--- config.mk ---
export PLATFORM = sky130hd
export DESIGN_NAME = refclk_source_sel
export DESIGN_NICKNAME = d
export VERILOG_FILES = /design/src/rtl/refsel_pkg.sv /design/src/rtl/refsel_sync.sv /design/src/rtl/refsel_window.sv /design/src/rtl/refsel_detect.sv /design/src/rtl/refclk_source_sel.sv
export SDC_FILE = /design/constraint.sdc
export NUM_CORES = 1
export LEC_CHECK = 0
export ABC_AREA = 1
export BUFFER_PORTS_ARGS = -buffer_cell sky130_fd_sc_hd__buf_2
export CAP_MARGIN = 0
export CORE_AREA = 4 4 71 73
export DETAILED_ROUTE_END_ITERATION = 7
export DIE_AREA = 0 0 75 77
export PLACE_DENSITY = 0.73
export SYNTH_ARGS = -nofsm -noshare
export SYNTH_HDL_FRONTEND = slang
export SYNTH_SLANG_ARGS = --single-unit
export TNS_END_PERCENT = 10
--- constraint.sdc ---
create_clock -name timebase_clk -period 1.8 [get_ports timebase_clk]
set_clock_uncertainty 0.15 [all_clocks]
set_input_delay 0.18 -clock timebase_clk [delete_from_list [all_inputs] [get_ports timebase_clk]]
set_output_delay 0.18 -clock timebase_clk [all_outputs]
set_load 0.005 [all_outputs]
--- src/rtl/refsel_pkg.sv ---
package refsel_pkg;

  // Source-select encoding driven on src_sel_o
  typedef enum logic [1:0] {
    SRC_INTERNAL = 2'b00,
    SRC_REAR     = 2'b01,
    SRC_SLOT     = 2'b10
  } src_sel_e;

  // Candidate indices inside the per-reference arrays
  localparam int unsigned IDX_REAR = 0;
  localparam int unsigned IDX_SLOT = 1;
  localparam int unsigned NUM_REF  = 2;

  // Fixed priority: timing slot over rear connector over internal
  function automatic src_sel_e pick_source(input logic slot_ok, input logic rear_ok);
    src_sel_e sel;
    if (slot_ok)      sel = SRC_SLOT;
    else if (rear_ok) sel = SRC_REAR;
    else              sel = SRC_INTERNAL;
    return sel;
  endfunction

endpackage

--- src/rtl/refsel_sync.sv ---
// Two-flop synchronizer plus rising-edge detector for one candidate.
module refsel_sync (
  input  logic clk,
  input  logic rst_n,
  input  logic async_i,
  output logic rise_o
);

  logic meta_q;
  logic stab_q;
  logic hist_q;

  always_ff @(posedge clk or negedge rst_n) begin
    if (!rst_n) begin
      meta_q <= 1'b0;
      stab_q <= 1'b0;
      hist_q <= 1'b0;
    end else begin
      meta_q <= async_i;
      stab_q <= meta_q;
      hist_q <= stab_q;
    end
  end

  assign rise_o = stab_q & ~hist_q;

  // A detected rise cannot repeat on the next cycle
  AST_RISE_SPACED: assert property (@(posedge clk) disable iff (!rst_n)
    rise_o |=> !rise_o);

endmodule

--- src/rtl/refsel_window.sv ---
// Free-running window counter; tick_o pulses in the last cycle of each window.
module refsel_window #(
  parameter int unsigned WIN_CYCLES = 1000
) (
  input  logic clk,
  input  logic rst_n,
  output logic tick_o
);

  localparam int unsigned W_W = (WIN_CYCLES > 1) ? $clog2(WIN_CYCLES) : 1;
  localparam logic [W_W-1:0] LAST = W_W'(WIN_CYCLES - 1);

  logic [W_W-1:0] cnt_q;
  logic [W_W-1:0] cnt_nxt;
  logic           at_last;

  always_comb begin
    at_last = (cnt_q == LAST);
    if (at_last) cnt_nxt = '0;
    else         cnt_nxt = cnt_q + 1'b1;
  end

  always_ff @(posedge clk or negedge rst_n) begin
    if (!rst_n) cnt_q <= '0;
    else        cnt_q <= cnt_nxt;
  end

  assign tick_o = at_last;

  AST_TICK_SINGLE: assert property (@(posedge clk) disable iff (!rst_n)
    tick_o |=> !tick_o);

  AST_CNT_IN_WINDOW: assert property (@(posedge clk) disable iff (!rst_n)
    cnt_q <= LAST);

endmodule

--- src/rtl/refsel_detect.sv ---
// Per-candidate edge counter, frequency band check and two-window hysteresis.
module refsel_detect #(
  parameter int unsigned WIN_CYCLES = 1000,
  parameter int unsigned EXP_EDGES  = 40,
  parameter int unsigned TOL_PCT    = 10
) (
  input  logic clk,
  input  logic rst_n,
  input  logic rise_i,
  input  logic tick_i,
  output logic present_o,
  output logic present_nxt_o
);

  localparam int unsigned CNT_W   = $clog2(WIN_CYCLES + 1);
  localparam int unsigned SPAN    = (EXP_EDGES * TOL_PCT) / 100;
  localparam int unsigned LO_INT  = (EXP_EDGES > SPAN) ? (EXP_EDGES - SPAN) : 0;
  localparam int unsigned HI_INT  = EXP_EDGES + SPAN;
  localparam logic [CNT_W-1:0] LO      = CNT_W'(LO_INT);
  localparam logic [CNT_W-1:0] HI      = CNT_W'(HI_INT);
  localparam logic [CNT_W-1:0] CNT_MAX = '1;

  logic [CNT_W-1:0] cnt_q;
  logic [CNT_W-1:0] cnt_nxt;
  logic [CNT_W-1:0] judged;
  logic             in_band;
  logic             present_q;
  logic             present_nxt;
  logic             pend_q;
  logic             pend_nxt;

  // Edge count including a rise that lands on the boundary cycle
  always_comb begin
    if (rise_i && (cnt_q != CNT_MAX)) judged = cnt_q + 1'b1;
    else                              judged = cnt_q;
    in_band = (judged >= LO) && (judged <= HI);
  end

  // Counter next state
  always_comb begin
    if (tick_i) cnt_nxt = '0;
    else        cnt_nxt = judged;
  end

  // Hysteresis next state: a disagreeing window arms pend, a second flips the flag
  always_comb begin
    present_nxt = present_q;
    pend_nxt    = pend_q;
    if (tick_i) begin
      if (in_band == present_q) begin
        pend_nxt = 1'b0;
      end else if (pend_q) begin
        present_nxt = in_band;
        pend_nxt    = 1'b0;
      end else begin
        pend_nxt = 1'b1;
      end
    end
  end

  always_ff @(posedge clk or negedge rst_n) begin
    if (!rst_n) begin
      cnt_q     <= '0;
      present_q <= 1'b0;
      pend_q    <= 1'b0;
    end else begin
      cnt_q     <= cnt_nxt;
      present_q <= present_nxt;
      pend_q    <= pend_nxt;
    end
  end

  assign present_o     = present_q;
  assign present_nxt_o = present_nxt;

  AST_CNT_NO_WRAP: assert property (@(posedge clk) disable iff (!rst_n)
    (cnt_q == CNT_MAX && !tick_i) |=> (cnt_q == CNT_MAX));

  AST_RISE_NEEDS_TWO: assert property (@(posedge clk) disable iff (!rst_n)
    $rose(present_q) |-> ($past(tick_i) && $past(pend_q)));

  AST_FALL_NEEDS_TWO: assert property (@(posedge clk) disable iff (!rst_n)
    $fell(present_q) |-> ($past(tick_i) && $past(pend_q)));

endmodule

--- src/rtl/refclk_source_sel.sv ---
module refclk_source_sel
  import refsel_pkg::*;
#(
  parameter int unsigned WIN_CYCLES = 1000,
  parameter int unsigned EXP_EDGES  = 40,
  parameter int unsigned TOL_PCT    = 10
) (
  input  logic       timebase_clk,
  input  logic       rst_n,
  input  logic       slot_ref_i,
  input  logic       rear_ref_i,
  output logic [1:0] src_sel_o,
  output logic       slot_ok_o,
  output logic       rear_ok_o
);

  // Reset: asserted asynchronously, released on the clock
  logic rst_meta_q;
  logic rst_sync_n;

  always_ff @(posedge timebase_clk or negedge rst_n) begin
    if (!rst_n) begin
      rst_meta_q <= 1'b0;
      rst_sync_n <= 1'b0;
    end else begin
      rst_meta_q <= 1'b1;
      rst_sync_n <= rst_meta_q;
    end
  end

  logic                win_tick;
  logic [NUM_REF-1:0]  ref_raw;
  logic [NUM_REF-1:0]  ref_rise;
  logic [NUM_REF-1:0]  ok_q;
  logic [NUM_REF-1:0]  ok_nxt;

  assign ref_raw[IDX_REAR] = rear_ref_i;
  assign ref_raw[IDX_SLOT] = slot_ref_i;

  refsel_window #(.WIN_CYCLES(WIN_CYCLES)) i_window (
    .clk    (timebase_clk),
    .rst_n  (rst_sync_n),
    .tick_o (win_tick)
  );

  for (genvar g = 0; g < NUM_REF; g++) begin : g_ref
    refsel_sync i_sync (
      .clk     (timebase_clk),
      .rst_n   (rst_sync_n),
      .async_i (ref_raw[g]),
      .rise_o  (ref_rise[g])
    );

    refsel_detect #(
      .WIN_CYCLES (WIN_CYCLES),
      .EXP_EDGES  (EXP_EDGES),
      .TOL_PCT    (TOL_PCT)
    ) i_detect (
      .clk           (timebase_clk),
      .rst_n         (rst_sync_n),
      .rise_i        (ref_rise[g]),
      .tick_i        (win_tick),
      .present_o     (ok_q[g]),
      .present_nxt_o (ok_nxt[g])
    );
  end

  // Select register: loaded only on the window boundary
  src_sel_e sel_q;
  src_sel_e sel_nxt;
  logic     sel_en;

  always_comb begin
    sel_en  = win_tick;
    sel_nxt = pick_source(ok_nxt[IDX_SLOT], ok_nxt[IDX_REAR]);
  end

  always_ff @(posedge timebase_clk or negedge rst_sync_n) begin
    if (!rst_sync_n)  sel_q <= SRC_INTERNAL;
    else if (sel_en)  sel_q <= sel_nxt;
  end

  assign src_sel_o = sel_q;
  assign slot_ok_o = ok_q[IDX_SLOT];
  assign rear_ok_o = ok_q[IDX_REAR];

  AST_SEL_AT_BOUNDARY: assert property (@(posedge timebase_clk) disable iff (!rst_sync_n)
    !$past(win_tick) |-> $stable(src_sel_o));

  AST_SEL_LEGAL: assert property (@(posedge timebase_clk) disable iff (!rst_sync_n)
    src_sel_o != 2'b11);

  AST_SLOT_WINS: assert property (@(posedge timebase_clk) disable iff (!rst_sync_n)
    slot_ok_o |-> (src_sel_o == 2'b10));

  AST_REAR_ONLY: assert property (@(posedge timebase_clk) disable iff (!rst_sync_n)
    (!slot_ok_o && rear_ok_o) |-> (src_sel_o == 2'b01));

  AST_NONE_INTERNAL: assert property (@(posedge timebase_clk) disable iff (!rst_sync_n)
    (!slot_ok_o && !rear_ok_o) |-> (src_sel_o == 2'b00));

  AST_RESET_STATE: assert property (@(posedge timebase_clk)
    !rst_sync_n |-> (src_sel_o == 2'b00 && !slot_ok_o && !rear_ok_o));

endmodule

==> flow_metrics.tcl, run 1 <==
set metrics [dict create \
    run_status "complete, but fails checks" \
    violations "setup timing" \
    grt_pass1_vias 2327 \
    synth_warnings 0 \
    cts_buffer_depth 2 \
    dp_cells 450 \
    drive_gt1_share_pct 29.78 \
    cp_cell_sequence "ha_4 > nand3_4 > nor2_4 > nand2_4 > nand2_8 > nand2_2 > nand2_2 > nand3_2 > nor2_2 > nand2_1 > nand2_1 > nand2_2 > nand3_2 > nand2_1" \
    ios 8 \
    gp_congestion 0.8637 \
    rr_worst_depth 14 \
    cp_slowest_cell "dfrtp_2" \
    vias 2389 \
    dp_hpwl_um 4232 \
    p_leak_nw 1.769 \
    path_buf_inv 0 \
    cp-endpoint "src_sel_o[0]" \
    crit_arrival_ns 2.14 \
    start_kind "register" \
    r2r_start "g_ref[1].i_detect.cnt_q[0]" \
    antenna_found_initial 0 \
    grt_pass1_wl_um 10160 \
    grt_use_total_pct 22.56 \
    post-place-ws_ns -0.2820 \
    grt_max_degree 25 \
    coreArea_mm2 0.004354 \
    cts.sinks 44 \
    r2r_slack_ns -0.30 \
    firstDrtPassIters 4 \
    start_util_pct 56.75 \
    cts_max_level 2 \
    fp-row-count 24 \
    drv_slew 0 \
    ctsRootBufferMaster "clkbuf_8" \
    syn_nets 346 \
    initialDrtViolationCount 107 \
    ys_seq_area_share_pct 44.56 \
    timing.final.crit_share_pct 116.6 \
    hp-class "input port to asynchronous set/reset pin" \
    grt_setup_unrepaired "true" \
    synth.distinct_cells 26 \
    fin_nets 419 \
    cpPeakStageDelay_ns 0.42 \
    ir_drop_mv 0.8197 \
    crit_start "g_ref[1].i_detect.cnt_q[0]" \
    fin_crit_ns 2.099 \
    overflow 0 \
    cts.reportedPaths.clkPinSlew_ns 0.08 \
    drc_errors 0 \
    setup_tns_ns -1.191 \
    via_per_inst 5.138 \
    drtAntennaViolNets 0 \
    fin_cells 465 \
    die_y_um 77 \
    cap_violations 0 \
    wl_per_cell_um 13.17 \
    power_density_mw_per_mm2 1106 \
    syn_avg_cell_area_um2 7.289 \
    clock_latency_ns 0.30 \
    fp.dieW_um 75 \
    hold_viol_final 0 \
    portBuffers 7 \
    setup_viol 7 \
    end_kind "register" \
    fmax_mhz 476.4 \
    wirelength_um 6124 \
    cts_tree "done" \
    synth_area_mm2 0.002471 \
    crit_required_ns 1.84 \
    ys_ff_latch 44 \
    syn-instance-count 339 \
    path_class "register to register" \
    r2r_end "src_sel_o[0]" \
    path_depth 14 \
    antenna_cells 0 \
    setup_ws_ns -0.2992 \
    die_area_mm2 0.005775 \
    cp_max_fo 8 \
    cpLargestDelayFamily "simple AND/OR/NAND/NOR gates" \
    area_delta_synth_final_pct 32.61 \
    cts_buffers 5 \
]
[routing by layer]
| layer | track usage, % | wire length, um |
|---|---|---|
| met2 | 38.33 | 3192 |
| met4 | 7.117 | 129 |
| met1 | 28.20 | 2554 |
| met5 | 0 | 0 |
| met3 | 4.444 | 247 |
[synthesized netlist by cell type (all sizes together)]
master	number	area share, %
a21oi	11	2.5
and3	2	0.51
clkbuf	2	0.30
conb	1	0.15
dfrtp	44	45
ha	3	1.5
inv	51	7.7
nand2	120	20
nand3	28	6.4
nand3b	3	0.91
nand4	9	2.3
nor2	44	8.3
nor3	9	1.8
o21ai	8	1.6
xnor2	2	0.71
xor2	2	0.71
[stage by stage]
step	utilization (%)	total power, W	cell area (um^2)	hold WS (ns)
floorplan	-	0.002020	2476	-0.2656
global placement	68.62	0.002658	2988	-0.1850
detailed placement	68.62	0.002704	2988	-0.1806
CTS	73.53	0.003503	3202	0.04567
global route	75.26	0.003882	3277	0.03989
finish	75.26	0.003623	3277	0.04625
[worst min path at each step]
stage	start	to	slack, ns	cells after the start
final	rst_n	rst_sync_n	0.05	2
after global routing	rst_n	rst_meta_q	0.04	2
after floorplan	rst_n	rst_meta_q	-0.27	0
after CTS	rst_n	rst_sync_n	0.05	2
after detailed placement	rst_n	rst_meta_q	-0.18	1
after global placement	rst_n	rst_meta_q	-0.19	1
[sequential cells by signal (all words and copies together) (netlist names)]
| signal | cells |
|---|---|
| g_ref.i_detect.cnt_q | 20 |
| i_window.cnt_q | 10 |
| g_ref.i_detect.pend_q | 2 |
| g_ref.i_detect.present_o | 2 |
| g_ref.i_sync.hist_q | 2 |
| g_ref.i_sync.meta_q | 2 |
| g_ref.i_sync.stab_q | 2 |
| src_sel_o | 2 |
| rst_meta_q | 1 |
| rst_sync_n | 1 |
[cells by family (layout without fill, tap and decap cells)]
family / after synthesis / after routing / share of synthesized area, %
flops: 44 / 44 / 44.56
other cells: 1 / 1 / 0.1518
fa+ha+maj: 3 / 3 / 1.519
xor+xnor: 4 / 4 / 1.418
compound gates: 19 / 19 / 4.152
simple gates: 215 / 216 / 40.15
buf+inv: 53 / 126 / 8.051
[placed cells by master, fill, tap and decap left out, types with 3 or more instances in the layout]
master / count
nand2_1: 98
buf_4: 55
buf_2: 7
inv_1: 47
nand3_2: 4
nand4_1: 9
nand2_2: 17
nand3b_1: 3
nor2_1: 33
clkbuf_8: 5
nand3_1: 22
o21ai_0: 8
a21oi_1: 9
nor2_4: 3
nor3_1: 7
dlygate4sd3_1: 3
nand2_4: 5
nor2_2: 7
dfrtp_1: 42
inv_2: 3
[where the power goes]
part	switching, W	total, W	leakage (nW)	internal (W)
sequential	0.000166	0.00131	0.536	0.00115
clock	0.000318	0.000730	0.0552	0.000412
combinational	0.000815	0.00158	1.18	0.000764
total	0.00130	0.00362	1.77	0.00232
[worst reg2reg max path, delay by kind of cell, from the launching register on]
kind,cells,cell delay (ns)
DFF,1,0.42
adders and majority gates,1,0.18
and+or+nand+nor,13,1.26
[timing repair]
action                                  CTS  global route
gates cloned                              1             0
endpoints found under the setup margin    6             8
pin swaps                                 6            10
hold endpoints to repair                  4             0
hold buffers                              3             0
gates resized for setup                  13            22
setup buffers                             2             1
[cell type report]
cell class / count / area [um^2]
sequential: 44 / 1104
tap: 52 / 65.06
clock buffer: 6 / 72.57
clock inverter: 2 / 35.03
fill: 293 / 1077
multi-input combinational: 243 / 1297
inverter: 51 / 193.9
timing repair buffer: 67 / 509.2
(Power assumes the default switching activity.)
==> inputs of run 2 (changes only) <==
--- a/config.mk
+++ b/config.mk
@@ -8,10 +8,10 @@
 export ABC_AREA = 1
 export BUFFER_PORTS_ARGS = -buffer_cell sky130_fd_sc_hd__buf_2
 export CAP_MARGIN = 0
-export CORE_AREA = 4 4 71 73
+export CORE_AREA = 4 4 73 75
 export DETAILED_ROUTE_END_ITERATION = 7
-export DIE_AREA = 0 0 75 77
-export PLACE_DENSITY = 0.73
+export DIE_AREA = 0 0 77 79
+export PLACE_DENSITY = 0.69
 export SYNTH_ARGS = -nofsm -noshare
 export SYNTH_HDL_FRONTEND = slang
 export SYNTH_SLANG_ARGS = --single-unit
==> flow_metrics.tcl, run 2 (synthesized netlist as in run 1, its figures left out) <==
set metrics [dict create \
    run_status "complete, but fails checks" \
    violations "setup timing" \
    wirelength_um 6003 \
    ctsRootBufferMaster "clkbuf_8" \
    clock_latency_ns 0.29 \
    path_class "register to register" \
    ir_drop_mv 0.7718 \
    seq_area_mm2 0.001102 \
    portBuffers 7 \
    die_y_um 79 \
    p_int_w 0.002250 \
    dp_hpwl_um 4230 \
    cp_cell_sequence "ha_4 > buf_4 > buf_4 > xnor2_2 > nand3_1 > nand2_2 > nand2_1 > nand3_2 > nor2_4 > buf_4 > nand3_1 > nand4_1 > nand2_1" \
    cts.sinks 44 \
    ios 8 \
    overflow 0 \
    antenna_found_initial 0 \
    firstDrtPassIters 5 \
    whs_ns 0.03283 \
    p_comb_share_pct 45.4 \
    grt_setup_unrepaired "true" \
    final_cell_mix "nand2_1, buf_4, inv_1, dfrtp_1, nor2_1" \
    antenna_cells 0 \
    largest_register_ffs 20 \
    grt_pass1_vias 2347 \
    cts_buffer_depth 2 \
    relSlewSlack_pct 66.29 \
    grt_pass1_wl_um 10050 \
    power_density_mw_per_mm2 1072 \
    drive_gt1_share_pct 31.34 \
    fin_crit_ns 2.022 \
    final_common_cell "nand2_1" \
    p_sw_share_pct 37.09 \
    cp_slowest_cell "dfrtp_1" \
    grt_max_degree 25 \
    place_area_mm2 0.002978 \
    wl_per_cell_um 12.72 \
    fp.dieW_um 77 \
    drtAntennaViolNets 0 \
    cts_tree "done" \
    fmax_mhz 494.5 \
    multi_input_area_mm2 0.001321 \
    drc_errors 0 \
    cpLargestDelayFamily "simple AND/OR/NAND/NOR gates" \
    initialDrtViolationCount 105 \
    cts_max_level 2 \
    tightest_slew_ns 0.5056 \
    cts_buffers 5 \
    seqPwrFrac_pct 36.7 \
    grt_use_total_pct 20.55 \
    drv_slew 0 \
    top_regs "g_ref.i_detect.cnt_q: 20 flops, i_window.cnt_q: 10 flops" \
    p_switching_w 0.001327 \
    stdcell_area_mm2 0.003336 \
    end_kind "register" \
    p_leak_nw 1.789 \
    die_area_mm2 0.006083 \
    power.total_w 0.003576 \
    gp_congestion 0.8631 \
    top_register "g_ref.i_detect.cnt_q" \
    timing.final.crit_share_pct 112.4 \
    setup_ws_ns -0.2224 \
    cts.reportedPaths.clkPinSlew_ns 0.08 \
    start_util_pct 53.02 \
    crit_arrival_ns 2.07 \
    via_per_inst 5.106 \
    setup_viol 6 \
    fin_nets 424 \
    cpPeakStageDelay_ns 0.42 \
    hp-class "input port to asynchronous set/reset pin" \
    dp_cells 452 \
    path_buf_inv 3 \
    clockPowerShare_pct 17.9 \
    hold_viol_final 0 \
    coreArea_mm2 0.004661 \
    cp_max_fo 3 \
    fp-row-count 25 \
    cp_common_cell "buf_4" \
    cap_violations 0 \
    start_kind "register" \
    fin_cells 472 \
    vias 2410 \
    crit_required_ns 1.84 \
    fillers 366 \
    area_delta_synth_final_pct 34.99 \
]
run 2: metrics by stage:
| step | setup slack, ns | TNS (ns) | utilization [%] |
|---|---|---|---|
| 2_1_floorplan | -0.07760 | -0.1601 | - |
| 3_3_place_gp | -0.2082 | -0.6245 | 63.89 |
| 3_5_place_dp | -0.2411 | -0.8012 | 63.89 |
| 4_1_cts | -0.2512 | -0.8331 | 68.72 |
| 5_1_grt | -0.3649 | -1.914 | 71.57 |
| 6_report | -0.2224 | -0.9318 | 71.57 |
run 2: area by class of cell:
class,count,share of cell area [%]
flip-flops and latches,44,33.05
well taps,54,2.026
clock buffers,7,2.588
inverters,51,5.889
multi-input cells,242,39.61
repair buffers,73,16.62
clock inverters,1,0.2251
run 2: power groups by stage:
stage / Clock (W) / Sequential (W) / Combinational (W)
detailed placement: 0 / 0.00131 / 0.00139
CTS: 0.000655 / 0.00130 / 0.00147
global route: 0.000706 / 0.00134 / 0.00180
finish: 0.000639 / 0.00131 / 0.00162
global placement: 0 / 0.00131 / 0.00136
floorplan: 0 / 0.00132 / 0.000701
run 2: worst reg2reg max path: stages (launching register included):
cell,delay [ns]
dfrtp_1,0.42
ha_4,0.19
buf_4,0.13
buf_4,0.13
xnor2_2,0.12
nand3_1,0.09
nand2_2,0.09
nand2_1,0.09
nand3_2,0.08
nor2_4,0.10
buf_4,0.11
nand3_1,0.07
nand4_1,0.10
nand2_1,0.05
run 2: repair_timing:
action | in CTS | in global routing
hold buffers | 3 | 0
hold endpoints to repair | 4 | 0
buffers inserted | 5 | 4
pin swaps | 10 | 13
setup endpoints to repair | 6 | 8
resized for setup | 18 | 26
run 2: per-layer routing:
metal,GRT usage (%),vias up,wire [um]
met5,0,-,0
met4,8.541,0,156
met3,4.195,17,215
met2,36.41,47,2971
met1,24.36,1134,2660
li1,-,1212,-
run 2: worst paths after layout:
kind	start	slack, ns	cells after the start	end
setup / recovery	g_ref[1].i_detect.cnt_q[1]	-0.22	13	g_ref[1].i_detect.pend_q
hold / removal	rst_n	0.03	2	rst_sync_n
setup reg to reg	g_ref[1].i_detect.cnt_q[1]	-0.22	13	g_ref[1].i_detect.pend_q
hold reg to reg	rst_sync_n	0.09	0	i_window.cnt_q[6]
max in group asynchronous	rst_sync_n	0.87	1	g_ref[0].i_detect.cnt_q[6]
min in group timebase_clk	rst_meta_q	0.21	0	rst_sync_n
==> inputs of run 3 (changes only) <==
--- a/config.mk
+++ b/config.mk
@@ -11,7 +11,9 @@
 export CORE_AREA = 4 4 73 75
 export DETAILED_ROUTE_END_ITERATION = 7
 export DIE_AREA = 0 0 77 79
+export MAX_ROUTING_LAYER = met4
 export PLACE_DENSITY = 0.69
+export SETUP_SLACK_MARGIN = 0.4
 export SYNTH_ARGS = -nofsm -noshare
 export SYNTH_HDL_FRONTEND = slang
 export SYNTH_SLANG_ARGS = --single-unit
==> flow_metrics.tcl, run 3 (synthesized netlist as in run 1, its figures left out) <==
set metrics [dict create \
    final_cell_mix "nand2_1, buf_4, inv_1, dfrtp_1, nor2_1" \
    drv_slew 0 \
    fillers 329 \
    cts_buffer_depth 2 \
    fmax_mhz 489.3 \
    setup_tns_ns -1.089 \
    cts_tree "done" \
    fin_nets 427 \
    overflow 0 \
    firstDrtPassIters 4 \
    grt_max_degree 24 \
    portBuffers 7 \
    r2r_start "g_ref[1].i_detect.cnt_q[1]" \
    clock_latency_ns 0.30 \
    grt_pass1_vias 2367 \
    cts_max_level 2 \
    timing.final.crit_share_pct 113.5 \
    crit_required_ns 1.88 \
    post-route-util_pct 75.33 \
    r2r_end "g_ref[1].i_detect.cnt_q[0]" \
    antenna_cells 0 \
    setup_viol 6 \
    met2_length_um 3153 \
    r2r_slack_ns -0.24 \
    via_per_inst 5.019 \
    largest_register_ffs 20 \
    fp-row-count 25 \
    violations "setup timing" \
    ir_drop_mv 0.6535 \
    highest_layer "met4" \
    seq_area_mm2 0.001106 \
    m1WireLength_um 2544 \
    stdcell_area_mm2 0.003511 \
    initialDrtViolationCount 116 \
    final_common_cell "nand2_1" \
    post-place-ws_ns -0.2238 \
    route.met3.wl_um 220 \
    crit_arrival_ns 2.13 \
    antenna_found_initial 0 \
    ctsRootBufferMaster "clkbuf_8" \
    fp.dieW_um 77 \
    drtAntennaViolNets 0 \
    cts.sinks 44 \
    cp_max_fo 4 \
    grt_use_total_pct 21.36 \
    gp_congestion 0.8600 \
    grt_setup_unrepaired "true" \
    hold_viol_final 0 \
    drive_gt1_share_pct 38.24 \
    multi_input_area_mm2 0.001446 \
    die_area_mm2 0.006083 \
    wirelength_um 6015 \
    power_density_mw_per_mm2 1064 \
    cts_buffers 5 \
    end_kind "register" \
    vias 2384 \
    hp-class "input port to asynchronous set/reset pin" \
    cap_violations 0 \
    fin_crit_ns 2.044 \
    p_leak_nw 1.822 \
    top_register "g_ref.i_detect.cnt_q" \
    cts.reportedPaths.clkPinSlew_ns 0.09 \
    start_kind "register" \
    run_status "complete, but fails checks" \
    tightest_slew_ns 0.5140 \
    setup_ws_ns -0.2437 \
    drc_errors 0 \
    ios 8 \
    path_class "register to register" \
    top_regs "g_ref.i_detect.cnt_q: 20 flops, i_window.cnt_q: 10 flops" \
    wl_per_cell_um 12.66 \
    die_y_um 79 \
    rr_worst_depth 13 \
    whs_ns 0.02482 \
    relSlewSlack_pct 65.73 \
    area_delta_synth_final_pct 42.08 \
    place_area_mm2 0.003014 \
    coreArea_mm2 0.004661 \
    grt_pass1_wl_um 10240 \
    start_util_pct 53.02 \
    dp_hpwl_um 4022 \
]
==> run 3: cell types whose count changed in the layout (fill, tap and decap cells not counted), moves of 3 or more <==
cell	change
dfrtp_1	-3
nand3_1	-7
dfrtp_2	+3
o21ai_0	-4
nor2_1	-5
nand3_2	+7
a21oi_2	+3
nor2_4	+4
nor3_1	-3
==> run 3: worst max path at each step <==
stage                                from                         end  slack [ns]  depth (start not counted)
3_3_place_gp   g_ref[1].i_detect.cnt_q[1]                src_sel_o[0]       -0.16                         15
3_5_place_dp   g_ref[1].i_detect.cnt_q[0]                src_sel_o[0]       -0.22                         12
6_report       g_ref[1].i_detect.cnt_q[1]  g_ref[1].i_detect.cnt_q[0]       -0.24                         13
5_1_grt        g_ref[1].i_detect.cnt_q[1]                src_sel_o[1]       -0.43                         13
2_1_floorplan  g_ref[1].i_detect.cnt_q[0]                src_sel_o[0]       -0.07                         14
4_1_cts        g_ref[1].i_detect.cnt_q[1]                src_sel_o[0]       -0.17                         14
==> run 3: layout make-up <==
class / count / share of cell area, %
Sequential cell: 44 / 31.50
Clock buffer: 5 / 1.960
Inverter: 51 / 5.524
Clock inverter: 3 / 1.319
Tap cell: 54 / 1.924
Multi-Input combinational cell: 243 / 41.20
Timing Repair Buffer: 75 / 16.57
==> run 3: power breakdown <==
group / leakage [nW] / internal (W) / switching, W
clock network: 0.0548 / 0.000418 / 0.000356
registers: 0.533 / 0.00115 / 0.000172
logic: 1.23 / 0.000819 / 0.000824
==> run 3: worst max-delay path, cell delays in order (launching register included) <==
cell and delay, ns:
dfrtp_1 0.37, ha_2 0.21, nand3_2 0.09, nor2_4 0.14, nand2_2 0.10, buf_6 0.13, nand3_2 0.07, nand2_4 0.06
buf_4 0.12, buf_4 0.12, buf_4 0.12, buf_4 0.12, buf_4 0.11, nor2_1 0.08
==> run 3: through the flow <==
step                instances  total power (W)
global placement          452         0.002650
CTS                       473         0.003642
global route              475         0.004004
finish                    475         0.003736
floorplan                 339         0.002054
detailed placement        452         0.002677
==> run 3: repair_timing <==
| item | CTS | global route |
|---|---|---|
| resized for setup | 37 | 38 |
| hold buffers | 3 | 0 |
| endpoints found under the setup margin | 35 | 35 |
| hold endpoints to repair | 4 | 0 |
| cloned | 1 | 0 |
| pin swaps | 12 | 17 |
| setup buffers | 9 | 2 |
==> run 3: per-layer routing <==
| metal | up-vias | global-route usage [%] |
|---|---|---|
| met5 | - | - |
| met4 | 0 | 5.160 |
| met2 | 45 | 37.80 |
| met1 | 1106 | 25.27 |
| li1 | 1222 | - |
| met3 | 11 | 4.195 |
